### src/rtl/ptrk_pkg.sv
`timescale 1ns/1ps
package ptrk_pkg;
    localparam int CFG_W = 3;

    typedef enum logic [0:0] {
        ST_IDLE   = 1'b0,
        ST_LOCKED = 1'b1
    } trk_state_e;

    typedef struct packed {
        logic [CFG_W-1:0] cl;
        logic [CFG_W-1:0] al;
        logic             bl8;
    } lat_cfg_t;
endpackage

### src/rtl/ptrk_cfg_ctrl.sv
`timescale 1ns/1ps
module ptrk_cfg_ctrl
    import ptrk_pkg::*;
#(
    parameter int LAT_W         = 4,
    parameter int BC_W          = 3,
    parameter int BURST_CYC_MAX = 4
) (
    input  logic             clk,
    input  logic             rst_n,
    input  lat_cfg_t         cfg_in,
    input  logic             busy_next,
    output trk_state_e       state,
    output logic [LAT_W-1:0] rd_lat,
    output logic [LAT_W-1:0] wr_lat,
    output logic [BC_W-1:0]  bcyc
);
    trk_state_e state_q, state_d;
    lat_cfg_t   cfg_q, eff;

    // state register and frozen configuration
    always_ff @(posedge clk) begin
        if (!rst_n) begin
            state_q <= ST_IDLE;
            cfg_q   <= '0;
        end else begin
            state_q <= state_d;
            cfg_q   <= eff;
        end
    end

    // next state and outputs
    always_comb begin
        state_d = state_q;
        eff     = cfg_q;
        unique case (state_q)
            ST_IDLE: begin
                eff     = cfg_in;
                state_d = busy_next ? ST_LOCKED : ST_IDLE;
            end
            ST_LOCKED: begin
                eff     = cfg_q;
                state_d = busy_next ? ST_LOCKED : ST_IDLE;
            end
            default: begin
                eff     = cfg_q;
                state_d = ST_IDLE;
            end
        endcase
    end

    assign state  = state_q;
    assign rd_lat = LAT_W'(eff.cl) + LAT_W'(eff.al);
    assign wr_lat = rd_lat - LAT_W'(1);
    assign bcyc   = eff.bl8 ? BC_W'(BURST_CYC_MAX) : BC_W'(BURST_CYC_MAX / 2);

    // a locked machine keeps its frozen values on the next edge
    a_r7_locked_hold: assert property (@(posedge clk) disable iff (!rst_n)
        (state_q == ST_LOCKED) |=> (cfg_q == $past(cfg_q)));
endmodule

### src/rtl/ptrk_pipe.sv
`timescale 1ns/1ps
module ptrk_pipe #(
    parameter int DEPTH = 13,
    parameter int LAT_W = 4,
    parameter int BC_W  = 3
) (
    input  logic             clk,
    input  logic             rst_n,
    input  logic             load,
    input  logic [LAT_W-1:0] lat,
    input  logic [BC_W-1:0]  bcyc,
    output logic [DEPTH-1:0] mask,
    output logic [DEPTH-1:0] occ_q,
    output logic [DEPTH-1:0] occ_d,
    output logic             first_d,
    output logic             active,
    output logic             first
);
    logic [DEPTH-1:0] st_q, st_d;

    always_comb begin
        for (int i = 0; i < DEPTH; i++) begin
            mask[i] = (i >= int'(lat)) && (i < int'(lat) + int'(bcyc));
        end
    end

    always_comb begin
        occ_d = (occ_q >> 1) | (load ? mask : '0);
        st_d  = st_q >> 1;
        for (int i = 0; i < DEPTH; i++) begin
            if (load && (i == int'(lat))) st_d[i] = 1'b1;
        end
    end

    always_ff @(posedge clk) begin
        if (!rst_n) begin
            occ_q <= '0;
            st_q  <= '0;
        end else begin
            occ_q <= occ_d;
            st_q  <= st_d;
        end
    end

    assign first_d = st_d[0];
    assign active  = occ_q[0];
    assign first   = st_q[0];

    // a burst start marker only lands inside an active window
    a_r5_start_in_window: assert property (@(posedge clk) disable iff (!rst_n)
        first |-> active);
endmodule

### src/rtl/ptrk_beat.sv
`timescale 1ns/1ps
module ptrk_beat #(
    parameter int BEAT_W = 2
) (
    input  logic              clk,
    input  logic              rst_n,
    input  logic              act_d,
    input  logic              first_d,
    output logic [BEAT_W-1:0] beat
);
    logic [BEAT_W-1:0] beat_q;

    always_ff @(posedge clk) begin
        if (!rst_n)       beat_q <= '0;
        else if (first_d) beat_q <= '0;
        else if (act_d)   beat_q <= beat_q + BEAT_W'(1);
        else              beat_q <= '0;
    end

    assign beat = beat_q;
endmodule

### src/rtl/posted_cas_tracker.sv
`timescale 1ns/1ps
module posted_cas_tracker
    import ptrk_pkg::*;
#(
    parameter int CL_MAX        = 5,
    parameter int AL_MAX        = 4,
    parameter int BURST_CYC_MAX = 4,
    parameter int BEAT_W        = 2
) (
    input  logic              clk,
    input  logic              rst_n,
    input  logic              cmd_valid,
    input  logic              cmd_is_write,
    input  logic [CFG_W-1:0]  cfg_cl,
    input  logic [CFG_W-1:0]  cfg_al,
    input  logic              cfg_bl8,
    output logic              rd_capture,
    output logic              wr_drive,
    output logic [BEAT_W-1:0] beat_idx,
    output logic              overlap_err
);
    localparam int DEPTH = CL_MAX + AL_MAX + BURST_CYC_MAX;
    localparam int LAT_W = $clog2(DEPTH + 1);
    localparam int BC_W  = $clog2(BURST_CYC_MAX + 1);

    trk_state_e       state;
    lat_cfg_t         cfg_in;
    logic [LAT_W-1:0] rd_lat, wr_lat;
    logic [BC_W-1:0]  bcyc;
    logic             rd_load, wr_load, busy_next, err_d, err_q;
    logic [DEPTH-1:0] rd_mask, rd_occ_q, rd_occ_d;
    logic [DEPTH-1:0] wr_mask, wr_occ_q, wr_occ_d;
    logic             rd_first_d, wr_first_d, rd_act, wr_act, rd_first, wr_first;

    assign cfg_in    = '{cl: cfg_cl, al: cfg_al, bl8: cfg_bl8};
    assign rd_load   = cmd_valid && !cmd_is_write;
    assign wr_load   = cmd_valid && cmd_is_write;
    assign busy_next = |(rd_occ_d | wr_occ_d);

    ptrk_cfg_ctrl #(.LAT_W(LAT_W), .BC_W(BC_W), .BURST_CYC_MAX(BURST_CYC_MAX)) u_cfg (
        .clk(clk), .rst_n(rst_n), .cfg_in(cfg_in), .busy_next(busy_next),
        .state(state), .rd_lat(rd_lat), .wr_lat(wr_lat), .bcyc(bcyc)
    );

    ptrk_pipe #(.DEPTH(DEPTH), .LAT_W(LAT_W), .BC_W(BC_W)) u_rd_pipe (
        .clk(clk), .rst_n(rst_n), .load(rd_load), .lat(rd_lat), .bcyc(bcyc),
        .mask(rd_mask), .occ_q(rd_occ_q), .occ_d(rd_occ_d),
        .first_d(rd_first_d), .active(rd_act), .first(rd_first)
    );

    ptrk_pipe #(.DEPTH(DEPTH), .LAT_W(LAT_W), .BC_W(BC_W)) u_wr_pipe (
        .clk(clk), .rst_n(rst_n), .load(wr_load), .lat(wr_lat), .bcyc(bcyc),
        .mask(wr_mask), .occ_q(wr_occ_q), .occ_d(wr_occ_d),
        .first_d(wr_first_d), .active(wr_act), .first(wr_first)
    );

    ptrk_beat #(.BEAT_W(BEAT_W)) u_beat (
        .clk(clk), .rst_n(rst_n),
        .act_d(rd_occ_d[0] || wr_occ_d[0]),
        .first_d(rd_first_d || wr_first_d),
        .beat(beat_idx)
    );

    // collision of a new window with pending opposite-direction cycles
    always_comb begin
        err_d = 1'b0;
        if (rd_load) err_d = |(rd_mask & (wr_occ_q >> 1));
        if (wr_load) err_d = |(wr_mask & (rd_occ_q >> 1));
    end

    always_ff @(posedge clk) begin
        if (!rst_n) err_q <= 1'b0;
        else        err_q <= err_d;
    end

    assign rd_capture  = rd_act;
    assign wr_drive    = wr_act;
    assign overlap_err = err_q;

    // nothing is driven or captured while the machine is idle
    a_r10_idle_quiet: assert property (@(posedge clk) disable iff (!rst_n)
        (state == ST_IDLE) |-> (!rd_capture && !wr_drive));

    // an error pulse always follows an accepted command
    a_r8_err_after_cmd: assert property (@(posedge clk) disable iff (!rst_n)
        overlap_err |-> $past(cmd_valid));

    // the beat index rests at zero outside windows
    a_r5_beat_rest: assert property (@(posedge clk) disable iff (!rst_n)
        !(rd_capture || wr_drive) |-> (beat_idx == '0));

    // a read window opening on its own begins at beat zero
    a_r5_beat_first: assert property (@(posedge clk) disable iff (!rst_n)
        ($rose(rd_capture) && !wr_drive) |-> (beat_idx == '0));

    // outputs are clear on the first cycle after reset
    a_r9_reset_clear: assert property (@(posedge clk)
        !$past(rst_n) |-> (!rd_capture && !wr_drive && !overlap_err));
endmodule

### config.mk
export PLATFORM = sky130hd
export DESIGN_NAME = posted_cas_tracker
export DESIGN_NICKNAME = d
export VERILOG_FILES = /design/src/rtl/ptrk_pkg.sv /design/src/rtl/ptrk_cfg_ctrl.sv /design/src/rtl/ptrk_pipe.sv /design/src/rtl/ptrk_beat.sv /design/src/rtl/posted_cas_tracker.sv
export SDC_FILE = /design/constraint.sdc
export NUM_CORES = 1
export LEC_CHECK = 0
export BUFFER_PORTS_ARGS = -buffer_cell sky130_fd_sc_hd__buf_2
export CORE_MARGIN = 1.5
export CORE_UTILIZATION = 40
export CTS_CLUSTER_SIZE = 30
export DETAILED_ROUTE_END_ITERATION = 16
export PLACE_DENSITY_LB_ADDON = 0.1
export SYNTH_ARGS = -nofsm -noshare
export SYNTH_HDL_FRONTEND = slang
export SYNTH_SLANG_ARGS = --single-unit
### constraint.sdc
create_clock -name clk -period 5.5 [get_ports clk]
set_input_delay 0.55 -clock clk [delete_from_list [all_inputs] [get_ports clk]]
set_output_delay 0.55 -clock clk [all_outputs]
set_load 0.005 [all_outputs]
==> results of run 1 <==
-- flip-flops by register name, summed over array words and instances (netlist names) --
name,flops
u_wr_pipe.st_q,12
overlap_err,1
u_wr_pipe.occ_q,13
u_rd_pipe.st_q,12
u_cfg.cfg_q,7
u_beat.beat,2
u_rd_pipe.occ_q,13
u_cfg.state,1
-- repair_timing --
action,in CTS,in global routing
setup endpoints to repair,0,1
resized for setup,0,1
buffers inserted,0,0
hold buffers,0,0
-- cell type report --
cell class | count | area [µm²] | area share [%]
multi-input cells | 301 | 2060 | 55.3
flip-flops and latches | 61 | 1220 | 32.7
clock buffers | 11 | 131 | 3.52
well taps | 105 | 131 | 3.52
repair buffers | 20 | 113 | 3.02
inverters | 15 | 56.3 | 1.51
clock inverters | 3 | 15.0 | 0.402
-- Yosys cell counts (all sizes together), types with 4 or more instances --
cell     n  area [µm²]
nor3    15        75.1
nor4     5        31.3
o21a    24         180
nor2    33         124
a211oi   6        55.1
a21oi   21         105
a31oi   16         100
o21ai   12        63.8
a21o     5        37.5
o32ai    4        35.0
nor2b   27         169
a41oi    4        35.0
o221ai   4        35.0
nand3    6        30.0
clkbuf  19        71.3
ha      13         163
dfxtp   61        1220
buf      4        22.5
nand2b   4        25.0
inv     15        56.3
mux2     7        78.8
nand2   25        93.8
and2    14        87.6
-- metrics by stage --
| step | hold slack, ns | worst slack, ns | area (µm²) | std cells | utilization (%) |
|---|---|---|---|---|---|
| CTS | 0.447 | 0.291 | 3730 | 516 | 45.2 |
| global placement | 0.423 | 0.404 | 3580 | 502 | 43.4 |
| global route | 0.455 | 0.161 | 3730 | 516 | 45.2 |
| floorplan | 0.418 | 0.734 | 3430 | 400 | - |
| detailed placement | 0.431 | 0.282 | 3580 | 502 | 43.4 |
| finish | 0.439 | 0.389 | 3730 | 516 | 45.2 |
-- path summary, 6_finish.rpt --
path	start	to	slack (ns)
worst max-delay path	u_cfg.state	u_cfg.state	0.39
worst min-delay path	u_rd_pipe.st_q[11]	u_rd_pipe.st_q[10]	0.44
worst max register to register	u_cfg.state	u_cfg.state	0.39
worst min register to register	u_rd_pipe.st_q[11]	u_rd_pipe.st_q[10]	0.44
-- critical path: cells and delay by family, from the launching register on --
family,cells,cell delay [ns]
XOR/XNOR,1,0.58
AO/OA/AOI/OAI,3,0.95
AND/OR/NAND/NOR,3,0.62
buffers and inverters,2,0.25
flip-flops,1,0.49
multiplexers,1,0.38
adder cells (fa/ha/maj),4,1.73
-- metal layers --
metal  part of all wire (%)  GRT usage, %  vias up
met5                      0             0        -
met4                    3.3          12.4        0
met3                    5.6          4.23       24
met2                     43          34.8      118
met1                     48          34.3     1468
li1                       -             -     1470
-- kinds of logic (layout without fill, tap and decap cells) --
kind of cell,count (synthesis),in the layout,synth area share (%)
simple gates,149,149,22.8
compound gates,125,125,26.5
fa+ha+maj,16,16,6.49
mux,8,8,2.59
xor+xnor,3,3,1.71
buf+inv,38,49,4.37
flops,61,61,35.6
==> flow_metrics.py, run 1 <==
metrics = {
    "sta": {
        "post-route-min-period_ns": 5.11,
        "fin_tns_setup_ns": 0,
        "worst_slew_pin_slew_ns": 0.895,
        "hold_viol_final": 0,
        "max_freq_mhz": 196,
        "period_share_pct": 92.9,
        "drv_slew": 0,
        "grt_setup_unrepaired": "no",
        "fin_skew_ns": 0.0127,
        "maxSlewHeadroom_pct": 40.3,
        "finalSetupViolations": 0,
    },
    "final_layout": {
        "layout_commonest_cell": "dfxtp_1",
        "area_growth_pct": 8.67,
        "antennaDiodeCount": 0,
        "nFillCells": 824,
        "nets": 435,
        "drive_gt1_share_pct": 12.4,
        "mostFrequentLayoutCells": "61 x dfxtp_1, 33 x nor2_1, 27 x nor2b_1, 25 x nand2_1, 24 x o21a_1",
    },
    "logic_synthesis": {
        "synthArstFlopShare_pct": 0,
        "ys_warn_count": 0,
        "avgSynthCellArea_um2": 8.58,
        "syn_inst": 400,
        "synth_flop_cell": "dfxtp_1",
        "synth-edff-count": 0,
        "synth.distinct_cells": 64,
        "ys_ff_latch": 61,
        "syn_area_um2": 3430,
        "syn_nets": 427,
        "ys_seq_area_share_pct": 35.6,
    },
    "worst_setup_path": {
        "critPathKind": "register to register",
        "required_ns": 5.73,
        "cp_max_fo": 16,
        "crit_path_start_kind": "register",
        "slowest_delay_ns": 0.66,
        "cp.arrival_ns": 5.34,
        "crit_slowest_cell": "fa_1",
        "reg2reg_depth": 14,
        "cp_cell_sequence": "mux2_2, ha_1, fa_1, inv_1, ha_1, xnor3_2, inv_2, fa_1, nor2_1, a21oi_1, nand4b_1, o41ai_1, nand3_1, o31a_1",
        "worst_setup_path_end_kind": "register",
    },
    "outcome": {
        "status": "completed",
    },
    "clock_network": {
        "cts_made_buffers": 9,
        "cts_tree": "built",
        "clkLatencyLatePin_ns": 0.35,
        "clockBufferDepth": 2,
        "h-tree-depth": 3,
        "cts.sinks": 61,
        "clk_pin_slew_ns": 0.07,
        "cts-root-buf": "clkbuf_8",
    },
    "global_routing": {
        "grt_max_degree": 61,
        "grt_usage_pct": 24.2,
        "grt_pass1_vias": 2916,
        "grt_first_pass_wirelength_um": 16200,
        "globalRoute.totalOverflow": 0,
        "antenna_found_initial": 0,
    },
    "floorplan": {
        "die_h_um": 95.6,
        "initial_core_util_pct": 41.6,
        "num_rows": 33,
        "die_w_um": 95.6,
        "die_area_um2": 9150,
        "io-pin-count": 16,
        "core_area_um2": 8260,
    },
    "detailed_routing": {
        "drt.antenna.violating_nets": 0,
        "drtPass1Iterations": 5,
        "drc": 0,
        "dr_total_vias": 3080,
        "drt_iter0_markers": 253,
        "routedWlPerCell_um": 19.7,
        "wirelength_um": 10200,
        "viasPerCell": 5.97,
    },
    "worst_hold_path": {
        "whs_path_depth": 1,
        "hp-class": "register to register",
    },
    "placement": {
        "dpl.hpwl_um": 7290,
        "gp_congestion": 0.918,
        "port_buffers": 15,
    },
    "flow_run": {
        "drv_cap": 0,
    },
}
Power of run 1 is not shown: default switching activity piles up to over one toggle a cycle in this logic, so the estimate is an artifact.
==> run 2, diff against run 1 <==
--- a/config.mk
+++ b/config.mk
@@ -10,7 +10,6 @@
 export CORE_UTILIZATION = 40
 export CTS_CLUSTER_SIZE = 30
 export DETAILED_ROUTE_END_ITERATION = 16
-export PLACE_DENSITY_LB_ADDON = 0.1
 export SYNTH_ARGS = -nofsm -noshare
 export SYNTH_HDL_FRONTEND = slang
 export SYNTH_SLANG_ARGS = --single-unit
==> run 2 against run 1 <==
Effect of this change: design area is 3.0% higher; setup slack worse by 0.013 ns; cell count is 0.39% higher; non-clock buffer count stayed put; critical path depth stayed put; via count is 0.42% lower; sequential share of layout area is 0.95 points lower; highest routed layer unchanged; core utilization is 1.3 points higher; worst hold slack hardly changed; global-route usage is 0.43 points lower.
==> flow_metrics.py, run 2 (synthesis gave the netlist of run 1 again) <==
metrics = {
    "outcome": {
        "status": "completed",
    },
    "worst_setup_path": {
        "cp.arrival_ns": 5.35,
        "reg2reg_depth": 14,
        "worstSetupPathDepth": 14,
        "crit_buf_inv": 2,
        "cp_max_fo": 11,
        "crit_path_start_kind": "register",
        "cp_cell_sequence": "mux2_2, ha_1, fa_1, inv_1, ha_1, xnor3_1, inv_2, fa_1, a31o_2, o21a_1, a221o_1, nor4_1, a22o_1, a41oi_1",
        "worst_setup_path_end_kind": "register",
        "required_ns": 5.73,
        "crit_slowest_cell": "fa_1",
        "slowest_delay_ns": 0.62,
        "crit_family": "adder cells",
        "critPathKind": "register to register",
    },
    "final_layout": {
        "antennaDiodeCount": 0,
        "layout.cells.non_filler": 518,
        "final_area_um2": 3840,
        "multiInputGateArea_um2": 2060,
        "nets": 435,
        "layout_commonest_cell": "dfxtp_1",
        "mostFrequentLayoutCells": "61 x dfxtp_1, 33 x nor2_1, 27 x nor2b_1, 25 x nand2_1, 24 x o21a_1",
        "largest_registers": "u_rd_pipe.occ_q (13), u_wr_pipe.occ_q (13)",
        "post-route-util_pct": 46.5,
        "area_growth_pct": 11.9,
        "nFillCells": 842,
        "drive_gt1_share_pct": 12.8,
        "seq_area_um2": 1220,
    },
    "flow_run": {
        "drv_cap": 0,
    },
    "detailed_routing": {
        "drc": 0,
        "drtPass1Iterations": 5,
        "drt_iter0_markers": 213,
        "wirelength_um": 9830,
        "drt.antenna.violating_nets": 0,
        "viasPerCell": 5.92,
        "routedWlPerCell_um": 19.0,
        "dr_total_vias": 3067,
    },
    "worst_hold_path": {
        "whs_path_depth": 1,
        "hp-class": "register to register",
    },
    "clock_network": {
        "cts_tree": "built",
        "clockBufferDepth": 2,
        "cts_made_buffers": 9,
        "cts-root-buf": "clkbuf_8",
        "h-tree-depth": 3,
        "cts_hold_buf": 0,
        "postCtsSetupBuffers": 0,
        "clk_pin_slew_ns": 0.07,
        "cts.sinks": 61,
        "cts-resized-gates": 0,
        "clkLatencyLatePin_ns": 0.36,
    },
    "floorplan": {
        "die_w_um": 95.6,
        "initial_core_util_pct": 41.6,
        "die_h_um": 95.6,
        "io-pin-count": 16,
        "die_area_um2": 9150,
        "core_area_um2": 8260,
        "num_rows": 33,
    },
    "global_routing": {
        "grt_usage_pct": 23.8,
        "grt_first_pass_wirelength_um": 16000,
        "grt_max_degree": 61,
        "globalRoute.totalOverflow": 0,
        "antenna_found_initial": 0,
        "grt_pass1_vias": 2941,
    },
    "placement": {
        "gp_congestion": 0.946,
        "placed_cell_area_um2": 3580,
        "dp_cells": 502,
        "port_buffers": 15,
        "dpl.hpwl_um": 7170,
    },
    "sta": {
        "worst_slew_pin_slew_ns": 0.895,
        "period_share_pct": 93.2,
        "drv_slew": 0,
        "fin_tns_setup_ns": 0,
        "post-route-min-period_ns": 5.12,
        "finalSetupViolations": 0,
        "max_freq_mhz": 195,
        "grt_setup_unrepaired": "no",
        "hold_viol_final": 0,
        "fin_skew_ns": 0.0108,
        "maxSlewHeadroom_pct": 40.3,
    },
}
[run 2: changes by cell type in the layout (fill, tap and decap cells not counted)]
cell,delta
xnor3_2,-1
bufinv_16,+3
xnor3_1,+1
clkinv_2,-3
clkbuf_1,-1
clkbuf_8,+3
[run 2: worst register-to-register path, stage by stage (launching register included)]
cell     delay (ns)
dfxtp_1        0.55
mux2_2         0.40
ha_1           0.25
fa_1           0.48
inv_1          0.14
ha_1           0.33
xnor3_1        0.53
inv_2          0.21
fa_1           0.62
a31o_2         0.31
o21a_1         0.14
a221o_1        0.31
nor4_1         0.38
a22o_1         0.23
a41oi_1        0.13
[run 2: per-layer routing]
| metal | routed length (µm) | vias to the layer above | share of wire, % | GRT usage (%) |
|---|---|---|---|---|
| li1 | - | 1475 | - | - |
| met1 | 4780 | 1425 | 49 | 33.5 |
| met2 | 4080 | 139 | 42 | 34.0 |
| met3 | 609 | 28 | 6.2 | 4.07 |
| met4 | 359 | 0 | 3.7 | 13.2 |
| met5 | 0 | - | 0 | 0 |
[run 2: metrics by stage]
| step | setup WS, ns | hold slack [ns] |
|---|---|---|
| 2_1_floorplan | 0.734 | 0.418 |
| 6_report | 0.376 | 0.438 |
| 5_1_grt | 0.185 | 0.462 |
| 3_5_place_dp | 0.482 | 0.427 |
| 3_3_place_gp | 0.464 | 0.420 |
| 4_1_cts | 0.439 | 0.442 |
[run 2: final cells by class]
type / count / area share, %
Multi-Input combinational cell: 301 / 53.7
Sequential cell: 61 / 31.8
Clock buffer: 13 / 4.40
Tap cell: 105 / 3.42
Timing Repair Buffer: 20 / 2.93
Clock inverter: 3 / 2.34
Inverter: 15 / 1.47
[run 2: path summary, 6_finish.rpt]
path | end | startpoint | slack (ns)
worst max register to register | overlap_err | u_cfg.state | 0.38
worst min register to register | u_rd_pipe.st_q[6] | u_rd_pipe.st_q[7] | 0.44
worst min-delay path | u_rd_pipe.st_q[6] | u_rd_pipe.st_q[7] | 0.44
worst max-delay path | overlap_err | u_cfg.state | 0.38
Power of run 2 is left out for the same reason.
==> run 3, diff against run 2 <==
--- a/config.mk
+++ b/config.mk
@@ -10,6 +10,8 @@
 export CORE_UTILIZATION = 40
 export CTS_CLUSTER_SIZE = 30
 export DETAILED_ROUTE_END_ITERATION = 16
+export GPL_TIMING_DRIVEN = 0
+export PLACE_DENSITY = 0.55
 export SYNTH_ARGS = -nofsm -noshare
 export SYNTH_HDL_FRONTEND = slang
 export SYNTH_SLANG_ARGS = --single-unit
==> run 3 against run 2 <==
Effect of this change: core utilization hardly changed; design area hardly changed; register-to-register slack worse by 0.15 ns; die area stayed put; sequential share of layout area is 0.053 points higher; fmax is 2.8% lower; worst hold slack better by 0.0050 ns; sequential cell count stayed put; first-iteration DRC count is 17% higher; cell count is 3.3% higher; non-clock buffer count is 20 higher; clock skew is 0.0015 ns lower.
==> flow_metrics.py, run 3 (synthesis gave the netlist of run 1 again) <==
metrics = {
    "outcome": {
        "status": "completed",
    },
    "sta": {
        "fin_tns_setup_ns": 0,
        "drv_slew": 0,
        "finalSetupViolations": 0,
        "grt_setup_unrepaired": "no",
        "period_share_pct": 95.9,
        "worst_slew_pin_slew_ns": 1.16,
        "fin_skew_ns": 0.00934,
        "post-route-min-period_ns": 5.27,
        "hold_viol_final": 0,
        "max_freq_mhz": 190,
        "maxSlewHeadroom_pct": 21.8,
    },
    "clock_network": {
        "cts_hold_buf": 0,
        "cts.sinks": 61,
        "clk_pin_slew_ns": 0.07,
        "cts_tree": "built",
        "h-tree-depth": 3,
        "clkLatencyLatePin_ns": 0.34,
        "cts-root-buf": "clkbuf_8",
        "clockBufferDepth": 2,
        "cts_made_buffers": 9,
    },
    "worst_hold_path": {
        "min_from": "u_rd_pipe.st_q[7]",
        "hp-class": "register to register",
    },
    "worst_setup_path": {
        "startpoint": "u_cfg.state",
        "worst_setup_path_end_kind": "register",
        "required_ns": 5.73,
        "crit_slowest_cell": "fa_2",
        "cp.arrival_ns": 5.51,
        "cp_cell_sequence": "mux2_2, ha_1, fa_2, inv_1, ha_1, xnor3_2, inv_2, fa_1, clkbuf_1, clkbuf_1, o21ai_0, o32ai_1, a2111oi_2, nand4_1, o31a_1",
        "cp_max_fo": 10,
        "crit_buf_inv": 4,
        "crit_family": "adder cells",
        "crit_path_start_kind": "register",
        "r2r-start": "u_cfg.state",
        "critPathKind": "register to register",
        "slowest_delay_ns": 0.71,
    },
    "global_routing": {
        "globalRoute.totalOverflow": 0,
        "grt_usage_pct": 25.7,
        "grt_first_pass_wirelength_um": 17100,
        "grt_max_degree": 12,
        "grt_pass1_vias": 3053,
        "antenna_found_initial": 0,
    },
    "final_layout": {
        "nets": 455,
        "drive_gt1_share_pct": 13.3,
        "nFillCells": 856,
        "final_area_um2": 3840,
        "layout.cells.non_filler": 535,
        "largest_registers": "u_rd_pipe.occ_q (13), u_wr_pipe.occ_q (13)",
        "post-route-util_pct": 46.5,
        "layout_commonest_cell": "dfxtp_1",
        "antennaDiodeCount": 0,
        "area_growth_pct": 11.8,
        "mostFrequentLayoutCells": "60 x dfxtp_1, 33 x nor2_1, 27 x nor2b_1, 25 x nand2_1, 24 x o21a_1",
    },
    "placement": {
        "gp_congestion": 0.940,
        "placed_cell_area_um2": 3640,
        "dp_cells": 520,
        "port_buffers": 15,
        "dpl.hpwl_um": 7830,
    },
    "detailed_routing": {
        "drt_iter0_markers": 250,
        "routedWlPerCell_um": 20.1,
        "wirelength_um": 10800,
        "drtPass1Iterations": 7,
        "dr_total_vias": 3178,
        "drc": 0,
        "drt.antenna.violating_nets": 0,
        "viasPerCell": 5.94,
    },
    "floorplan": {
        "io-pin-count": 16,
        "core_area_um2": 8260,
        "num_rows": 33,
        "initial_core_util_pct": 41.6,
        "die_h_um": 95.6,
        "die_w_um": 95.6,
        "die_area_um2": 9150,
    },
    "flow_run": {
        "drv_cap": 0,
    },
}
## run 3: worst paths after layout
check / end / slack, ns / cells past startpoint
worst max-delay path: u_cfg.state / 0.23 / 15
worst min-delay path: u_rd_pipe.st_q[6] / 0.44 / 1
worst max register to register: u_cfg.state / 0.23 / 15
worst min register to register: u_rd_pipe.st_q[6] / 0.44 / 1
## run 3: repair_timing
action,4_1_cts,5_1_grt
setup buffers,0,3
pin swaps,1,0
setup endpoints to repair,4,2
gates resized for setup,3,2
## run 3: through the flow
step | hold WS (ns) | setup slack, ns
floorplan | 0.418 | 0.734
global placement | 0.422 | -0.533
detailed placement | 0.430 | -0.513
CTS | 0.446 | 0.0821
global route | 0.457 | 0.00359
finish | 0.443 | 0.226
## run 3: layer usage
layer / part of all wire, % / vias to the layer above / global-route usage, %
met5: 0 / - / 0
met4: 2.5 / 0 / 10.7
met3: 8.2 / 29 / 5.42
met2: 43 / 152 / 38.3
met1: 46 / 1494 / 35.8
li1: - / 1503 / -
## run 3: cell type report
cell class,count,area (µm²),area share [%]
Buffer,22,91.3,2.38
Inverter,15,56.3,1.47
Clock buffer,10,128,3.32
Clock inverter,3,40.0,1.04
Timing Repair Buffer,18,97.6,2.54
Sequential cell,61,1220,31.8
Multi-Input combinational cell,301,2070,54.0
Tap cell,105,131,3.42
Power of run 3 is left out for the same reason.
